## config.mk

```make
export PLATFORM = sky130hd
export DESIGN_NAME = fpstk_opcheck
export DESIGN_NICKNAME = d
export VERILOG_FILES = /design/src/rtl/fpstk_opcheck_pkg.sv /design/src/rtl/fpstk_op_lut.sv /design/src/rtl/fpstk_slot_probe.sv /design/src/rtl/fpstk_verdict.sv /design/src/rtl/fpstk_opcheck.sv
export SDC_FILE = /design/constraint.sdc
export NUM_CORES = 1
export LEC_CHECK = 0
export BUFFER_PORTS_ARGS = -buffer_cell sky130_fd_sc_hd__clkbuf_2
export CORE_AREA = 5 5 48 50
export CTS_BUF_LIST = sky130_fd_sc_hd__clkbuf_4 sky130_fd_sc_hd__clkbuf_8 sky130_fd_sc_hd__clkbuf_16
export CTS_CLUSTER_DIAMETER = 100
export DETAILED_ROUTE_END_ITERATION = 10
export DIE_AREA = 0 0 53 55
export PLACE_DENSITY = 0.75
export SLEW_MARGIN = 25
export SYNTH_ARGS = -nofsm -noshare
export SYNTH_HDL_FRONTEND = slang
export SYNTH_SLANG_ARGS = --single-unit
```

## constraint.sdc

```tcl
create_clock -name clk -period 0.86 [get_ports clk]
set_input_delay 0.043 -clock clk [delete_from_list [all_inputs] [get_ports clk]]
set_output_delay 0.043 -clock clk [all_outputs]
set_load 0.01 [all_outputs]
```

## src/rtl/fpstk_opcheck_pkg.sv

```systemverilog
package fpstk_opcheck_pkg;

  typedef enum logic [2:0] {
    CK_NONE     = 3'd0,
    CK_ST0      = 3'd1,
    CK_BOTH     = 3'd2,
    CK_BOTH_TOI = 3'd3,
    CK_BOTH_POP = 3'd4,
    CK_ILLEGAL  = 3'd5
  } chk_class_e;

  typedef enum logic [2:0] {
    RS_PROCEED   = 3'd0,
    RS_UNDERFLOW = 3'd1,
    RS_UNDER_STI = 3'd2,
    RS_UNDER_POP = 3'd3,
    RS_ILLEGAL   = 3'd4,
    RS_INTERNAL  = 3'd7
  } chk_result_e;

  function automatic logic [5:0] form_index(input logic [2:0] reg_f,
                                            input logic [2:0] esc_lo);
    return {reg_f, esc_lo};
  endfunction

  // Class of an index: row = ModR/M reg field, column = escape low bits.
  function automatic chk_class_e class_of(input logic [5:0] idx);
    logic [2:0] row;
    logic [2:0] col;
    logic       mid;
    chk_class_e c;
    row = idx[5:3];
    col = idx[2:0];
    mid = (row == 3'd2) || (row == 3'd3);
    c   = CK_NONE;
    case (col)
      3'd0: c = mid ? CK_NONE : CK_BOTH;
      3'd1: c = (row == 3'd3) ? CK_ST0 : CK_NONE;
      3'd2: c = (row == 3'd4 || row == 3'd6 || row == 3'd7) ? CK_ILLEGAL : CK_NONE;
      3'd3: c = (row == 3'd7) ? CK_ILLEGAL : CK_NONE;
      3'd4: c = mid ? CK_NONE : CK_BOTH_TOI;
      3'd5: begin
        if (row == 3'd1)                     c = CK_BOTH;
        else if (mid)                        c = CK_ST0;
        else if (row == 3'd6 || row == 3'd7) c = CK_ILLEGAL;
        else                                 c = CK_NONE;
      end
      3'd6: c = mid ? CK_NONE : CK_BOTH_POP;
      default: begin
        if (row == 3'd1)      c = CK_BOTH;
        else if (mid)         c = CK_ST0;
        else if (row == 3'd7) c = CK_ILLEGAL;
        else                  c = CK_NONE;
      end
    endcase
    return c;
  endfunction

endpackage

```

## src/rtl/fpstk_op_lut.sv

```systemverilog
module fpstk_op_lut
  import fpstk_opcheck_pkg::*;
(
  input  logic [2:0] esc_lo,
  input  logic [2:0] reg_f,
  output logic [5:0] idx,
  output chk_class_e cls
);
  always_comb begin
    idx = form_index(reg_f, esc_lo);
    cls = class_of(idx);
  end
endmodule

```

## src/rtl/fpstk_slot_probe.sv

```systemverilog
module fpstk_slot_probe #(
  parameter int SLOTS = 8,
  parameter int TAG_W = 2,
  parameter logic [TAG_W-1:0] EMPTY_TAG = '1,
  localparam int PTR_W = $clog2(SLOTS),
  localparam int TW_W  = SLOTS * TAG_W
) (
  input  logic [TW_W-1:0]  tag_word,
  input  logic [PTR_W-1:0] top_ptr,
  input  logic [PTR_W-1:0] reg_sel,
  output logic [PTR_W-1:0] phys_slot,
  output logic             is_empty
);
  logic [TAG_W-1:0] tag_val;
  always_comb begin
    phys_slot = top_ptr + reg_sel;
    tag_val   = tag_word[int'(phys_slot) * TAG_W +: TAG_W];
    is_empty  = (tag_val == EMPTY_TAG);
  end
endmodule

```

## src/rtl/fpstk_verdict.sv

```systemverilog
module fpstk_verdict
  import fpstk_opcheck_pkg::*;
(
  input  chk_class_e  cls,
  input  logic        st0_empty,
  input  logic        sti_empty,
  output chk_result_e verdict
);
  logic any_empty;
  always_comb begin
    any_empty = st0_empty || sti_empty;
    case (cls)
      CK_NONE:     verdict = RS_PROCEED;
      CK_ST0:      verdict = st0_empty ? RS_UNDERFLOW : RS_PROCEED;
      CK_BOTH:     verdict = any_empty ? RS_UNDERFLOW : RS_PROCEED;
      CK_BOTH_TOI: verdict = any_empty ? RS_UNDER_STI : RS_PROCEED;
      CK_BOTH_POP: verdict = any_empty ? RS_UNDER_POP : RS_PROCEED;
      CK_ILLEGAL:  verdict = RS_ILLEGAL;
      default:     verdict = RS_INTERNAL;
    endcase
  end
endmodule

```

## src/rtl/fpstk_opcheck.sv

```systemverilog
module fpstk_opcheck
  import fpstk_opcheck_pkg::*;
#(
  parameter int SLOTS = 8,
  parameter int TAG_W = 2,
  parameter logic [TAG_W-1:0] EMPTY_TAG = '1,
  localparam int PTR_W = $clog2(SLOTS),
  localparam int TW_W  = SLOTS * TAG_W,
  localparam int NPROBE = 2
) (
  input  logic             clk,
  input  logic             rst_n,
  input  logic             in_valid,
  input  logic [7:0]       esc_byte,
  input  logic [7:0]       modrm,
  input  logic [TW_W-1:0]  tag_word,
  input  logic [PTR_W-1:0] top_ptr,
  output logic             out_valid,
  output logic [2:0]       out_result,
  output logic [5:0]       out_index
);

  logic [5:0]       idx_w;
  chk_class_e       cls_w;
  chk_result_e      verdict_w;
  logic [2:0]       cls_bits;
  logic             st0_empty;
  logic             sti_empty;
  logic [PTR_W-1:0] probe_sel  [NPROBE];
  logic [PTR_W-1:0] probe_slot [NPROBE];
  logic             probe_empty[NPROBE];

  fpstk_op_lut u_lut (
    .esc_lo (esc_byte[2:0]),
    .reg_f  (modrm[5:3]),
    .idx    (idx_w),
    .cls    (cls_w)
  );

  // probe 0 reads ST(0), probe 1 reads ST(i)
  assign probe_sel[0] = '0;
  assign probe_sel[1] = PTR_W'(modrm[2:0]);

  for (genvar g = 0; g < NPROBE; g++) begin : g_probe
    fpstk_slot_probe #(
      .SLOTS     (SLOTS),
      .TAG_W     (TAG_W),
      .EMPTY_TAG (EMPTY_TAG)
    ) u_probe (
      .tag_word  (tag_word),
      .top_ptr   (top_ptr),
      .reg_sel   (probe_sel[g]),
      .phys_slot (probe_slot[g]),
      .is_empty  (probe_empty[g])
    );
  end

  assign st0_empty = probe_empty[0];
  assign sti_empty = probe_empty[1];
  assign cls_bits  = cls_w;

  fpstk_verdict u_verdict (
    .cls       (cls_w),
    .st0_empty (st0_empty),
    .sti_empty (sti_empty),
    .verdict   (verdict_w)
  );

  always_ff @(posedge clk or negedge rst_n) begin
    if (!rst_n) begin
      out_valid  <= 1'b0;
      out_result <= '0;
      out_index  <= '0;
    end else begin
      out_valid <= in_valid;
      if (in_valid) begin
        out_result <= verdict_w;
        out_index  <= idx_w;
      end
    end
  end

endmodule


```

# Word level (Yosys, flattened, before mapping)

Index checks and enable logic that the tools add are counted.

Add/subtract/negate cells: 1
Eq/ne operators: 19
Shifts and indexed selects: 2
Mux-type cells: 17
Reductions and logical operators: 7

Operators by type and width:

| cell                                          | count |
|---|---|
| variable part select 16 x 5 -> 2 bit          | 2 |
| == test 3 bit, second input constant          | 8 |
| 2-to-1 mux 3 bit                              | 8 |
| case mux 3 bit (7 select lines)               | 1 |
| == test 3 x 2 -> 1 bit, second input constant | 6 |
| case mux 3 bit (6 select lines)               | 1 |
| == test 3 x 1 -> 1 bit, second input constant | 3 |
| 2-to-1 mux 2 bit                              | 4 |
| zero test 3 bit                               | 2 |
| logical OR 1 bit                              | 5 |
| == test 2 bit, second input constant          | 2 |
| adder 3 bit                                   | 1 |
| 2-to-1 mux 1 bit                              | 3 |

Register bits: 10
Bits of input ports: 38
Output and inout port bits: 10

# Longest topological paths before layout

Depth in word-level cells: 8
Depth in mapped cells: 8
Mapped depth without buffers: 8

# Hierarchy

A second synthesis with hierarchy kept.

Cell total of the unflattened synthesis: 92
Area total of the unflattened synthesis: 947.2 um2

By module, submodules not included:

| module                                 | times used | cells an instance | area each (um2) | sequential area each (um2) |
|---|---|---|---|---|
| fpstk_opcheck                          | 1          | 21                | 400.4           | 250.2 |
| fpstk_op_lut                           | 1          | 28                | 193.9           | 0.0 |
| fpstk_slot_probe at g_probe[1].u_probe | 1          | 19                | 150.1           | 0.0 |
| fpstk_slot_probe at g_probe[0].u_probe | 1          | 15                | 135.1           | 0.0 |
| fpstk_verdict                          | 1          | 9                 | 67.6            | 0.0 |

# Least setup slack after synthesis

Ideal clock, no wire load.

Path type: input port to flip-flop
Start point: input port modrm[0]
End point: register out_result[1]
Setup time: 95 ps
Data arrival time: 1,712 ps
Setup slack: -948 ps
Stages on the path: 8
Path buffers: 0
Cells stage by stage: ha_1 inv_1 fa_1 xnor3_2 mux4_1 mux2i_1 nor2_1 o32ai_2

Word-level cells in the longest chain between the ends: 6

Ends and longest elaborated chain:

| what                                     | line                                     | source |
|---|---|---|
| start, declared                          | fpstk_opcheck.sv:15                      | `input logic [7:0] modrm,` |
| adder 3 bit (*)                          | fpstk_slot_probe.sv:16                   | `phys_slot = top_ptr + reg_sel;` |
| variable part select 16 x 5 -> 2 bit (*) | fpstk_slot_probe.sv:17                   | `tag_val = tag_word[int'(phys_slot) * TAG_W +: TAG_W];` |
| == test 2 bit (*)                        | fpstk_slot_probe.sv:18                   | `is_empty = (tag_val == EMPTY_TAG);` |
| logical OR 1 bit (*)                     | fpstk_verdict.sv:11                      | `any_empty = st0_empty \|\| sti_empty;` |
| 2-to-1 mux 2 bit (on tied branches)      | fpstk_verdict.sv:17, fpstk_verdict.sv:16 |  |
| case mux 3 bit (6 select lines) (*)      | fpstk_verdict.sv:12                      | `case (cls)` |
| end signal, assigned                     | fpstk_opcheck.sv:77                      | `out_result <= verdict_w;` |
| end, declared                            | fpstk_opcheck.sv:19                      | `output logic [2:0] out_result,` |

Every way passes the cells marked *; elsewhere a longest branch is shown, timed or not.
A chain may end at the register's enable or synchronous reset.

# Worst setup path after layout

Same ends and word-level chain as after synthesis.

==> flow_metrics.env <==
export IMPL_floorplan_initialDensity_pct=37.8
export IMPL_dieArea_um2=2920
export IMPL_die_y_um=55
export IMPL_holdWs_ns=0.0273
export IMPL_p_leak_nw=0.557
export IMPL_avgSynthCellArea_um2=10.8
export IMPL_cts_setup_buffers=0
export IMPL_dpl_worst_slack_ns=-1.05
export IMPL_finalHoldViolCount=0
export IMPL_dpl_hpwl_um=1540
export IMPL_drc=0
export IMPL_crit_path_end="out_result[1]"
export IMPL_combinationalPowerShare_pct=31.8
export IMPL_worst_pin_slew_ns=0.255
export IMPL_drive_gt1_share_pct=55.8
export IMPL_vias_per_cell=4.64
export IMPL_r2r_start="out_index[2]"
export IMPL_first_pass_iters=4
export IMPL_rsz0062_at_grt="true"
export IMPL_dp_cells=142
export IMPL_r2r_end="out_index[2]"
export IMPL_tns_ns=-1.35
export IMPL_cts_buffer_depth=2
export IMPL_reg2reg_depth=1
export IMPL_period_minus_slack_ns=1.58
export IMPL_cp_arrival_ns=1.76
export IMPL_setup_viol=2
export IMPL_place_area_um2=1020
export IMPL_synth_nets=105
export IMPL_worstSetupStartpoint="modrm[0]"
export IMPL_cts_root_buf="clkbuf_4"
export IMPL_cts_buffers=3
export IMPL_synth_top_area_share_pct=35.5
export IMPL_cts_sinks=10
export IMPL_fill_cells=175
export IMPL_vias=682
export IMPL_grt_max_degree=11
export IMPL_nets=161
export IMPL_crit_fanout=2
export IMPL_stdcell_count=147
export IMPL_p_clk_share_pct=30.0
export IMPL_syn2layout_area_growth_pct=53.3
export IMPL_finalCritPeriodShare_pct=184
export IMPL_maxCapViolations=0
export IMPL_pwr_density_cell_nw_per_um2=1290
export IMPL_hold_depth=1
export IMPL_synth_top_cell_by_area="dfrtp_1"
export IMPL_synthTopCellsByArea="dfrtp_1 36%, mux4_1 15%, nand2_1 6.9%, inv_1 5.3%, xnor3_2 3.4%"
export IMPL_grt_ovfl_total=0
export IMPL_grt_pass1_wl_um=2910
export IMPL_ys_ff_latch=10
export IMPL_pin_count=48
export IMPL_drt_initial_drc_count=4
export IMPL_ir_drop_mv=0.501
export IMPL_synth_area_um2=704
export IMPL_ant_nets=0
export IMPL_fin_worst_skew_ns=0
export IMPL_status="finished, violations left"
export IMPL_antennaDiodeCount=0
export IMPL_clkTransAtPathRegs_ns=0.06
export IMPL_wire_per_inst_um=11.9
export IMPL_final_cell_mix="38 x clkbuf_2, 13 x nand2_1, 11 x buf_4"
export IMPL_relSlewSlack_pct=83.0
export IMPL_fp_row_count=16
export IMPL_cts_tree="yes"
export IMPL_gr_usage_all_layers_pct=14.1
export IMPL_design_core_area_um2=1860
export IMPL_fmax_mhz=631
export IMPL_globalplace_congestion=0.811
export IMPL_seq_power_share_pct=38.2
export IMPL_die_w_um=53
export IMPL_start_kind="input pin"
export IMPL_final_common_cell="clkbuf_2"
export IMPL_htreeDepth=1
export IMPL_ys_seq_area_share_pct=35.5
export IMPL_swShare_pct=26.7
export IMPL_synthCells=65
export IMPL_finalMaxSlewViolations=0
export IMPL_antenna_found_initial=0
export IMPL_fin_area_um2=1080
export IMPL_required_ns=1.03
export IMPL_end_kind="flop"
export IMPL_p_int_mw=1.02
export IMPL_r2r_setup_slack_ns=0.09
export IMPL_clkLatencyLatePin_ns=0.26
export IMPL_ys_types=24
export IMPL_setup_worst_path_class="input pin to flop"
export IMPL_fin_ws_ns=-0.724
export IMPL_wl_um=1750
export IMPL_grt_pass1_vias=742
export IMPL_p_switching_mw=0.371
export IMPL_hp_class="input pin to flop"
export IMPL_yosys_warnings=0
export IMPL_violations="negative setup slack"
export IMPL_port_buffers=40
per-layer routing:
metal	track usage (%)	wire length, um
met5	0	0
met4	8.94	32
met3	2.95	215
met2	26.7	887
met1	14.0	613
worst max-delay path: stages:
cell and delay, ns:
buf_6 0.07, ha_4 0.12, inv_2 0.03, fa_2 0.32
xnor3_2 0.26, mux4_2 0.50, mux2i_1 0.14, nor2_1 0.08
o32ai_2 0.19
power groups by stage:
| stage | sequential [mW] | clock (mW) | combinational, mW |
|---|---|---|---|
| floorplan | 0.561 | 0 | 0.212 |
| global placement | 0.540 | 0 | 0.424 |
| detailed placement | 0.541 | 0 | 0.436 |
| CTS | 0.532 | 0.435 | 0.443 |
| global route | 0.535 | 0.463 | 0.491 |
| finish | 0.531 | 0.417 | 0.441 |
flip-flops by register name, indices dropped and copies added (netlist names):
signal	flops
out_index	6
out_result	3
out_valid	1
Yosys cell counts (all sizes together):
cell     instances
dfrtp           10
ha               1
mux2             4
a31o             1
nand2           13
nor3             2
inv             12
o2111ai          1
o21ai            4
o32ai            1
a21oi            1
xnor3            1
nor2             1
fa               1
o31a             1
o22ai            2
mux2i            2
or2b             1
a32oi            1
mux4             4
buf              1
logic make-up after synthesis:
family / after synthesis / synth area share (%)
adder cells (fa/ha/maj): 2 / 4.62
XOR/XNOR: 1 / 3.37
buffers and inverters: 13 / 7.99
AND/OR/NAND/NOR: 17 / 9.95
multiplexers: 10 / 25.9
AO/OA/AOI/OAI: 12 / 12.6
flip-flops: 10 / 35.5
cell type report:
cell class                      instances  area (um2)  share of cell area [%]
Clock buffer                            4        36.3                    3.36
Inverter                               12        45.0                    4.17
Multi-Input combinational cell         42         405                    37.5
Sequential cell                        10         250                    23.2
Tap cell                               27        33.8                    3.13
Timing Repair Buffer                   52         309                    28.6
worst min path at each step:
stage	from	to
after detailed placement	rst_n	out_result[2]
after floorplan	rst_n	out_index[0]
after global placement	rst_n	out_result[1]
after global routing	in_valid	out_valid
final	in_valid	out_valid
after CTS	in_valid	out_valid
repair_timing:
item / 4_1_cts / 5_1_grt
hold buffers: 1 / 0
gates cloned: 0 / 0
gates resized for setup: 1 / 2
pin swaps: 1 / 1
endpoints found under the hold margin: 10 / 0
setup endpoints to repair: 2 / 3
per-stage QoR:
| stage | util [%] | total power [mW] |
|---|---|---|
| 3_3_place_gp | 54.6 | 0.964 |
| 6_report | 58.0 | 1.39 |
| 5_1_grt | 58.0 | 1.49 |
| 2_1_floorplan | - | 0.773 |
| 4_1_cts | 57.6 | 1.41 |
| 3_5_place_dp | 54.6 | 0.977 |
Note: power is estimated with default switching activity, not from simulation.
